### config.mk
export PLATFORM = sky130hd
export DESIGN_NAME = xlat_walker
export DESIGN_NICKNAME = d
export VERILOG_FILES = /design/src/rtl/xlat_pkg.sv /design/src/rtl/xlat_addr.sv /design/src/rtl/xlat_perm.sv /design/src/rtl/xlat_fsm.sv /design/src/rtl/xlat_walker.sv
export SDC_FILE = /design/constraint.sdc
export NUM_CORES = 1
export LEC_CHECK = 0
export ABC_AREA = 1
export BUFFER_PORTS_ARGS = -buffer_cell sky130_fd_sc_hd__buf_2
export CORE_MARGIN = 2
export CORE_UTILIZATION = 53
export DETAILED_ROUTE_END_ITERATION = 6
export PLACE_DENSITY = 0.91
export SYNTH_ARGS = -nofsm -noshare
export SYNTH_HDL_FRONTEND = slang
export SYNTH_SLANG_ARGS = --single-unit
### constraint.sdc
create_clock -name clk -period 3.95 [get_ports clk]
set_clock_uncertainty 0.05 [all_clocks]
set_input_delay 0.395 -clock clk [delete_from_list [all_inputs] [get_ports clk]]
set_output_delay 0.395 -clock clk [all_outputs]
set_load 0.05 [all_outputs]
### src/rtl/xlat_pkg.sv
package xlat_pkg;

   typedef enum logic [2:0] {
      ST_IDLE,
      ST_L1_REQ,
      ST_L1_WAIT,
      ST_L2_REQ,
      ST_L2_WAIT,
      ST_DONE
   } walk_st_e;

   // entry flag positions
   localparam int BIT_VLD = 0;
   localparam int BIT_RD  = 1;
   localparam int BIT_WR  = 2;
   localparam int BIT_EX  = 3;
   localparam int BIT_SUP = 4;
   localparam int FLAG_W  = 5;

   // access kinds
   localparam logic [1:0] ACC_RD  = 2'b00;
   localparam logic [1:0] ACC_WR  = 2'b01;
   localparam logic [1:0] ACC_EX  = 2'b10;

   // fault causes
   localparam logic [1:0] CAUSE_NONE = 2'b00;
   localparam logic [1:0] CAUSE_L1   = 2'b01;
   localparam logic [1:0] CAUSE_L2   = 2'b10;
   localparam logic [1:0] CAUSE_PERM = 2'b11;

endpackage

### src/rtl/xlat_addr.sv
// Entry address former: table page number joined with a scaled index.
module xlat_addr #(
   parameter int PA_W      = 28,
   parameter int PAGE_BITS = 12,
   parameter int IDX_W     = 10,
   parameter int ENT_LG2   = 2
) (
   input  logic [PA_W-PAGE_BITS-1:0] tbl_ppn,
   input  logic [IDX_W-1:0]          idx,
   output logic [PA_W-1:0]           ent_addr
);
   localparam int PAD = PAGE_BITS - IDX_W - ENT_LG2;

   generate
      if (PAD < 0) begin : g_bad
         $error("xlat_addr: index does not fit in one table page");
      end else if (PAD == 0) begin : g_tight
         assign ent_addr = {tbl_ppn, idx, {ENT_LG2{1'b0}}};
      end else begin : g_padded
         assign ent_addr = {tbl_ppn, {PAD{1'b0}}, idx, {ENT_LG2{1'b0}}};
      end
   endgenerate
endmodule

### src/rtl/xlat_perm.sv
// Leaf permission check against access kind and privilege.
module xlat_perm
   import xlat_pkg::*;
#(
   parameter bit ENFORCE_SUP = 1'b1
) (
   input  logic [FLAG_W-1:0] flags,
   input  logic [1:0]        acc,
   input  logic              priv,
   output logic              allow
);
   logic kind_ok;
   logic level_ok;

   always_comb begin
      case (acc)
         ACC_RD:  kind_ok = flags[BIT_RD];
         ACC_WR:  kind_ok = flags[BIT_WR];
         ACC_EX:  kind_ok = flags[BIT_EX];
         default: kind_ok = 1'b0;
      endcase
   end

   generate
      if (ENFORCE_SUP) begin : g_sup
         assign level_ok = priv | ~flags[BIT_SUP];
      end else begin : g_nosup
         assign level_ok = 1'b1;
      end
   endgenerate

   assign allow = flags[BIT_VLD] & kind_ok & level_ok;
endmodule

### src/rtl/xlat_fsm.sv
// Walk sequencer.
module xlat_fsm
   import xlat_pkg::*;
(
   input  logic     clk,
   input  logic     rst,
   input  logic     req_fire,
   input  logic     mem_ack,
   input  logic     l1_present,
   output walk_st_e st
);
   walk_st_e st_n;

   always_comb begin
      st_n = st;
      case (st)
         ST_IDLE:    if (req_fire) st_n = ST_L1_REQ;
         ST_L1_REQ:  st_n = ST_L1_WAIT;
         ST_L1_WAIT: if (mem_ack) st_n = l1_present ? ST_L2_REQ : ST_DONE;
         ST_L2_REQ:  st_n = ST_L2_WAIT;
         ST_L2_WAIT: if (mem_ack) st_n = ST_DONE;
         ST_DONE:    st_n = ST_IDLE;
         default:    st_n = ST_IDLE;
      endcase
   end

   always_ff @(posedge clk) begin
      if (rst) st <= ST_IDLE;
      else     st <= st_n;
   end

   AST_WAIT_STALL: assert property (@(posedge clk) disable iff (rst)
      ((st == ST_L1_WAIT || st == ST_L2_WAIT) && !mem_ack) |=> (st == $past(st)));
   AST_IDLE_HOLD: assert property (@(posedge clk) disable iff (rst)
      (st == ST_IDLE && !req_fire) |=> (st == ST_IDLE));
endmodule

### src/rtl/xlat_walker.sv
// Two-level translation walker top.
module xlat_walker
   import xlat_pkg::*;
#(
   parameter int VA_W        = 32,
   parameter int PA_W        = 28,
   parameter int PAGE_BITS   = 12,
   parameter int PTE_W       = 32,
   parameter bit ENFORCE_SUP = 1'b1
) (
   input  logic                      clk,
   input  logic                      rst,
   input  logic                      req_valid,
   output logic                      req_ready,
   input  logic [VA_W-1:0]           req_vaddr,
   input  logic [1:0]                req_acc,
   input  logic                      req_priv,
   input  logic [PA_W-PAGE_BITS-1:0] root_ppn,
   output logic                      mem_req,
   output logic [PA_W-1:0]           mem_addr,
   input  logic                      mem_ack,
   input  logic [PTE_W-1:0]          mem_rdata,
   output logic                      rsp_done,
   output logic [PA_W-1:0]           rsp_paddr,
   output logic                      rsp_fault,
   output logic [1:0]                rsp_cause
);
   localparam int IDX_W   = (VA_W - PAGE_BITS) / 2;
   localparam int PPN_W   = PA_W - PAGE_BITS;
   localparam int ENT_LG2 = $clog2(PTE_W / 8);

   generate
      if ((VA_W - PAGE_BITS) % 2 != 0) begin : g_chk_split
         $error("xlat_walker: page number must split into two equal indexes");
      end
      if (PTE_W < PA_W) begin : g_chk_pte
         $error("xlat_walker: entry too narrow for a page number");
      end
      if (PAGE_BITS < FLAG_W) begin : g_chk_flags
         $error("xlat_walker: flags overlap the page number field");
      end
   endgenerate

   walk_st_e               st;
   logic                   req_fire;
   logic                   lvl1;
   logic [VA_W-1:0]        va_q;
   logic [1:0]             acc_q;
   logic                   priv_q;
   logic [PPN_W-1:0]       root_q;
   logic [PPN_W-1:0]       nxt_q;
   logic [PPN_W-1:0]       tbl_sel;
   logic [IDX_W-1:0]       idx_sel;
   logic [PPN_W-1:0]       ent_ppn;
   logic                   ent_present;
   logic                   leaf_allow;
   logic                   unused_pte;

   assign req_ready   = (st == ST_IDLE);
   assign req_fire    = req_valid & req_ready;
   assign rsp_done    = (st == ST_DONE);
   assign mem_req     = (st == ST_L1_REQ) || (st == ST_L2_REQ);
   assign lvl1        = (st == ST_L1_REQ) || (st == ST_L1_WAIT);
   assign ent_ppn     = mem_rdata[PAGE_BITS +: PPN_W];
   assign ent_present = mem_rdata[BIT_VLD];
   assign unused_pte  = ^mem_rdata;

   assign tbl_sel = lvl1 ? root_q : nxt_q;
   assign idx_sel = lvl1 ? va_q[VA_W-1 -: IDX_W] : va_q[PAGE_BITS +: IDX_W];

   xlat_fsm u_fsm (
      .clk        (clk),
      .rst        (rst),
      .req_fire   (req_fire),
      .mem_ack    (mem_ack),
      .l1_present (ent_present),
      .st         (st)
   );

   xlat_addr #(
      .PA_W      (PA_W),
      .PAGE_BITS (PAGE_BITS),
      .IDX_W     (IDX_W),
      .ENT_LG2   (ENT_LG2)
   ) u_addr (
      .tbl_ppn  (tbl_sel),
      .idx      (idx_sel),
      .ent_addr (mem_addr)
   );

   xlat_perm #(
      .ENFORCE_SUP (ENFORCE_SUP)
   ) u_perm (
      .flags (mem_rdata[FLAG_W-1:0]),
      .acc   (acc_q),
      .priv  (priv_q),
      .allow (leaf_allow)
   );

   always_ff @(posedge clk) begin
      if (rst) begin
         va_q      <= '0;
         acc_q     <= '0;
         priv_q    <= 1'b0;
         root_q    <= '0;
         nxt_q     <= '0;
         rsp_paddr <= '0;
         rsp_fault <= 1'b0;
         rsp_cause <= CAUSE_NONE;
      end else begin
         if (req_fire) begin
            va_q   <= req_vaddr;
            acc_q  <= req_acc;
            priv_q <= req_priv;
            root_q <= root_ppn;
         end
         if (st == ST_L1_WAIT && mem_ack) begin
            if (!ent_present) begin
               rsp_fault <= 1'b1;
               rsp_cause <= CAUSE_L1;
               rsp_paddr <= '0;
            end else begin
               nxt_q <= ent_ppn;
            end
         end
         if (st == ST_L2_WAIT && mem_ack) begin
            if (!ent_present) begin
               rsp_fault <= 1'b1;
               rsp_cause <= CAUSE_L2;
               rsp_paddr <= '0;
            end else if (!leaf_allow) begin
               rsp_fault <= 1'b1;
               rsp_cause <= CAUSE_PERM;
               rsp_paddr <= '0;
            end else begin
               rsp_fault <= 1'b0;
               rsp_cause <= CAUSE_NONE;
               rsp_paddr <= {ent_ppn, va_q[PAGE_BITS-1:0]};
            end
         end
      end
   end

   AST_ONE_IN_FLIGHT: assert property (@(posedge clk) disable iff (rst)
      req_fire |=> !req_ready);
   AST_STROBE_PULSE: assert property (@(posedge clk) disable iff (rst)
      mem_req |=> !mem_req);
   AST_ADDR_HOLD: assert property (@(posedge clk) disable iff (rst)
      (mem_req || (!req_ready && !rsp_done && !mem_ack)) |=> $stable(mem_addr));
   AST_L1_ABSENT: assert property (@(posedge clk) disable iff (rst)
      (st == ST_L1_WAIT && mem_ack && !ent_present) |=> (rsp_done && rsp_cause == CAUSE_L1));
   AST_DONE_PULSE: assert property (@(posedge clk) disable iff (rst)
      rsp_done |=> (!rsp_done && req_ready));
   AST_FAULT_ZERO: assert property (@(posedge clk) disable iff (rst)
      (rsp_done && rsp_fault) |-> (rsp_paddr == '0 && rsp_cause != CAUSE_NONE));
   AST_OFFSET_KEPT: assert property (@(posedge clk) disable iff (rst)
      (rsp_done && !rsp_fault) |-> (rsp_paddr[PAGE_BITS-1:0] == va_q[PAGE_BITS-1:0]));
endmodule

# ---- After elaboration in Yosys (flattened, before gate mapping)
# Cells that the tools add are included.
dict set report word_totals {
  regBits 101
  latch_bits 0
  mem_bits_rw 0
  romBits 0
  input_bits 87
  output_inout_bits 62
  wordCells 58
  n_memories 0
}
dict set report op_classes {
  add_sub_neg 0
  multipliers 0
  div_mod_pow 0
  magnitude_cmp 0
  n_eq_ne 11
  shift 0
  muxes 23
  n_bitwise 5
  n_reduce_logical 10
}
# op n
set op_table {}
lappend op_table {{$mux W28} 5}
lappend op_table {{$mux W16} 1}
lappend op_table {{$pmux W3 S5} 1}
lappend op_table {{$mux W3} 4}
lappend op_table {{$mux W10} 1}
lappend op_table {{$mux W2} 5}
lappend op_table {{$eq A3 B2 Y1 const B} 2}
lappend op_table {{$eq A3 B3 Y1 const B} 2}
lappend op_table {{$mux W1} 5}
lappend op_table {{$ne A2 B1 Y1 const B} 2}
lappend op_table {{$ne A2 B2 Y1 const B} 2}
lappend op_table {{$reduce_and A2 Y1} 2}
lappend op_table {{$and A1 B1 Y1} 3}
lappend op_table {{$eq A3 B1 Y1 const B} 1}
lappend op_table {{$logic_not A3 Y1} 1}
lappend op_table {{$pmux W1 S3} 1}
lappend op_table {{$reduce_and A3 Y1} 1}
lappend op_table {{$eq A2 B1 Y1 const B} 1}
lappend op_table {{$eq A2 B2 Y1 const B} 1}
lappend op_table {{$logic_and A1 B1 Y1} 2}
lappend op_table {{$logic_not A2 Y1} 1}
lappend op_table {{$logic_or A1 B1 Y1} 2}
lappend op_table {{$reduce_bool A2 Y1} 1}
lappend op_table {{$not A1 Y1} 1}
lappend op_table {{$or A1 B1 Y1} 1}

# ---- Longest topological paths before layout
dict set report logic_depth {
  depth_word 7
  ltp_mapped 9
  depth_no_buf 8
}

# ---- By module
# Synthesis repeated with hierarchy kept, for this count alone.
dict set report unflattened {
  cells_unflattened 627
  area_unflattened_um2 4406.7
}
# module n_inst cells_per_inst area_each_um2 seq_area_each_um2
set modules_own_cells {}
lappend modules_own_cells {xlat_walker 1 553 3953.8 1961.9}
lappend modules_own_cells {xlat_addr 1 29 214.0 0.0}
lappend modules_own_cells {xlat_fsm 1 32 186.4 60.1}
lappend modules_own_cells {xlat_perm 1 13 52.6 0.0}

# ---- Least setup slack after synthesis
# No wires, ideal clock.
dict set report synth_path {
  path_kind {reg2out}
  from {register u_fsm.st[0]}
  to {output mem_addr[10]}
  t_arrival_ps 2317
  t_required_ps 3505
  slack_ps 1188
  path_stages_with_launch 8
  path_buffers 1
  path_cell_list {dfxtp_1 -> inv_1 -> nor2_1 -> nand2_2 -> nand2_4 -> buf_4 -> nand2_1 -> o21ai_0}
}
dict set report synth_between {
  elab_chain_len 3
  word_cells_on_any_way 4
  cone_classes {eq/ne: 2; mux: 1; reduce/logical: 1}
}
# item line_no
set synth_lines {}
lappend synth_lines {{start, declared} xlat_fsm.sv:10} ;# output walk_st_e st
lappend synth_lines {{start signal, assigned} xlat_fsm.sv:29} ;# else st <= st_n;
lappend synth_lines {{$eq A3 B1 Y1 or $eq A3 B2 Y1 (tied branches)} xlat_walker.sv:63} ;# assign lvl1 = (st == ST_L1_REQ) || (st == ST_L1_WAIT);
lappend synth_lines {{$logic_or A1 B1 Y1 *} xlat_walker.sv:63}
lappend synth_lines {{$mux W10 *} xlat_walker.sv:69} ;# assign idx_sel = lvl1 ? va_q[VA_W-1 -: IDX_W] : va_q[PAGE_BITS +: IDX_W];
lappend synth_lines {{end, declared} xlat_walker.sv:20} ;# output logic [PA_W-1:0] mem_addr,
# Every way passes the cells marked *; elsewhere a longest branch is shown, timed or not.

# ---- Worst setup path after layout
dict set report layout_path {
  from {register u_fsm.st[0]}
  to {output mem_addr[4]}
}
# The elaborated chain is that of the path after synthesis.

==> flow_metrics.env <==
export IMPL_p_sw_mw=1.025
export IMPL_grt_max_degree=84
export IMPL_clk_latency_ns=0.36
export IMPL_row_count=32
export IMPL_tns_ns=0
export IMPL_die_h_um=92.84
export IMPL_ys_seq_elements=101
export IMPL_timing_final_crit_share=0.6580
export IMPL_synth_area_leaders="dfxtp_1 48%, nand3_1 16%, a21oi_1 12%, nand2_1 9.9%, o21ai_0 3.2%"
export IMPL_hold_path_depth=3
export IMPL_rsz0062_at_grt="false"
export IMPL_status="completed"
export IMPL_crit_chain="inv_1 > nor2_1 > nand2_2 > nand2_4 > nand2_1 > o21ai_0 > buf_2"
export IMPL_grt_pass1_vias=3894
export IMPL_wl_per_cell_um=13.79
export IMPL_worst_slack_ns=1.351
export IMPL_overflow=0
export IMPL_grt_usage=0.2441
export IMPL_dpl_cell_count=755
export IMPL_finalWirelength_um=10630
export IMPL_ant_nets=0
export IMPL_clk_path_buf_depth=2
export IMPL_chipWidth_um=92.84
export IMPL_cts_sinks=101
export IMPL_yosysMostFrequentCell="nand3_1"
export IMPL_cts_hold_buffers=0
export IMPL_ys_warnings_count=0
export IMPL_clk_pin_slew_ns=0.11
export IMPL_firstDrtPassIters=5
export IMPL_syn_to_final_growth_pct=19.62
export IMPL_worst_pin_slew_ns=1.157
export IMPL_avgViaCountPerCell=5.455
export IMPL_dieArea_mm2=0.008618
export IMPL_io_pins=149
export IMPL_yosys_area_top_type_share=0.4834
export IMPL_grt_first_pass_wirelength_um=17160
export IMPL_netlist_instances=561
export IMPL_antennaDiodeCount=0
export IMPL_worstPathArrival_ns=2.15
export IMPL_instances_no_fill=771
export IMPL_ys_seq_area_frac=0.4834
export IMPL_hp_class="input port to flip-flop"
export IMPL_cts_resized_gates=0
export IMPL_vdd_drop_max_mv=0.2860
export IMPL_clockRootBuffer="clkbuf_8"
export IMPL_cp_max_fo=36
export IMPL_p_per_area_mw_per_mm2=538.1
export IMPL_synth_flop_cell="dfxtp_1"
export IMPL_crit_type="flip-flop to primary output"
export IMPL_p_leak_nw=2.156
export IMPL_p_seq_frac=0.432
export IMPL_pre_cts_ws_ns=1.401
export IMPL_relSlewSlack=0.2264
export IMPL_worst_path_largest_cell_delay_ns=0.40
export IMPL_drcViolationCount=0
export IMPL_power_mw=2.693
export IMPL_dr_first_iter_drc_count=303
export IMPL_h_tree_depth=3
export IMPL_layout_drive_gt1_share=0.2466
export IMPL_syn_area_per_cell_um2=7.456
export IMPL_fin_crit_ns=2.599
export IMPL_crit_path_top_delay_cell="dfxtp_1"
export IMPL_combPwrFrac=0.298
export IMPL_p_clk_frac=0.270
export IMPL_ys_top_cells_by_count="132 x nand3_1, 110 x nand2_1, 101 x dfxtp_1, 97 x a21oi_1, 27 x o21ai_0"
export IMPL_maxCapViolCount=0
export IMPL_setup_violations=0
export IMPL_synth_edff_count=0
export IMPL_swShare=0.3808
export IMPL_port_buffers=135
export IMPL_final_nets=751
export IMPL_gp_congestion=0.8630
export IMPL_finalHoldViolations=0
export IMPL_cts_tree="yes"
export IMPL_antenna_found_initial=0
export IMPL_worstSetupEndpointType="primary output"
export IMPL_synth_cell_type_count=20
export IMPL_vias=4206
export IMPL_synth_top_cell_by_area="dfxtp_1"
export IMPL_final_max_slew_viol_count=0
export IMPL_post_cts_buffers=0
export IMPL_required_ns=3.50
export IMPL_numCtsBuffers=9
export IMPL_startpoint_type="flip-flop"
export IMPL_core_mm2=0.007687
export IMPL_synthArstFlopShare=0
export IMPL_syn_area_mm2=0.004183
export IMPL_fmax_mhz=384.8
export IMPL_p_int_mw=1.667
export IMPL_reg2regPathDepth=7
export IMPL_dpl_hpwl_um=7097
export IMPL_start_util=0.5441
## critical path: cells and delay by family (launching register included)
kind	cells	cell delay, ns
AOI/OAI and AO/OA	1	0.10
DFF	1	0.40
and+or+nand+nor	4	0.88
buffers and inverters	2	0.42
## area by class of cell
type	instances	area, µm²
fillers	699	2684
flip-flops and latches	101	2022
multi-input cells	390	1842
repair buffers	138	698.2
clock buffers	10	127.6
well taps	102	127.6
clock inverters	6	96.34
inverters	24	90.09
## per-stage QoR
stage,util,instance area (µm²),hold slack [ns]
finish,0.6509,5004,0.2400
global route,0.6509,5004,0.2435
CTS,0.6509,5004,0.2294
detailed placement,0.6217,4780,0.3929
global placement,0.6217,4780,0.3848
floorplan,-,4187,0.3741
## state kept, by name, indices dropped and copies added (netlist names)
| name | count |
|---|---|
| acc_q | 2 |
| nxt_q | 16 |
| priv_q | 1 |
| root_q | 16 |
| rsp_cause | 2 |
| rsp_fault | 1 |
| rsp_paddr | 28 |
| u_fsm.st | 3 |
| va_q | 32 |
## kinds of logic after synthesis
family | Yosys count | share of synthesized area
AOI/OAI and AO/OA | 124 | 0.1484
other | 1 | 0.0008965
and+or+nand+nor | 264 | 0.2896
buffers and inverters | 71 | 0.07777
DFF | 101 | 0.4834
## worst paths after layout
path / slack (ns) / start / endpoint
worst max-delay path: 1.35 / u_fsm.st[0]$_SDFFE_PP0P_ / mem_addr[4]
worst max register to register: 1.75 / u_fsm.st[2]$_SDFFE_PP0P_ / rsp_cause[0]$_SDFFE_PP0P_
worst min-delay path: 0.24 / req_vaddr[4] / va_q[4]$_SDFFE_PP0P_
worst min register to register: 0.41 / va_q[13]$_SDFFE_PP0P_ / va_q[13]$_SDFFE_PP0P_
## placed cells by master, fill, tap and decap left out
master,n
nand2_2,3
nand2_1,110
nor2_2,3
clkinv_4,2
clkbuf_1,1
nand3b_1,1
buf_2,135
dfxtp_1,101
nand2_4,1
bufinv_16,2
inv_1,22
nor2_1,9
conb_1,2
nor3_1,2
clkinvlp_4,1
nand3_1,132
nand3_4,1
a21oi_1,97
inv_8,1
inv_2,2
nor2_4,2
o21ai_0,27
clkbuf_8,9
buf_4,3
## per-layer routing
layer	up-vias	global-route usage	share of wire
li1	2090	-	-
met1	1933	0.3007	0.41
met2	164	0.4281	0.51
met3	19	0.03580	0.063
met4	0	0.09681	0.018
met5	-	0	0
## power groups by stage
stage	registers [mW]	logic [mW]	clock network, mW
floorplan	1.19	0.636	0
global placement	1.18	0.782	0
detailed placement	1.19	0.799	0
CTS	1.16	0.799	0.741
global route	1.17	0.875	0.781
finish	1.16	0.801	0.728
Power figures use the tool's default switching activity.
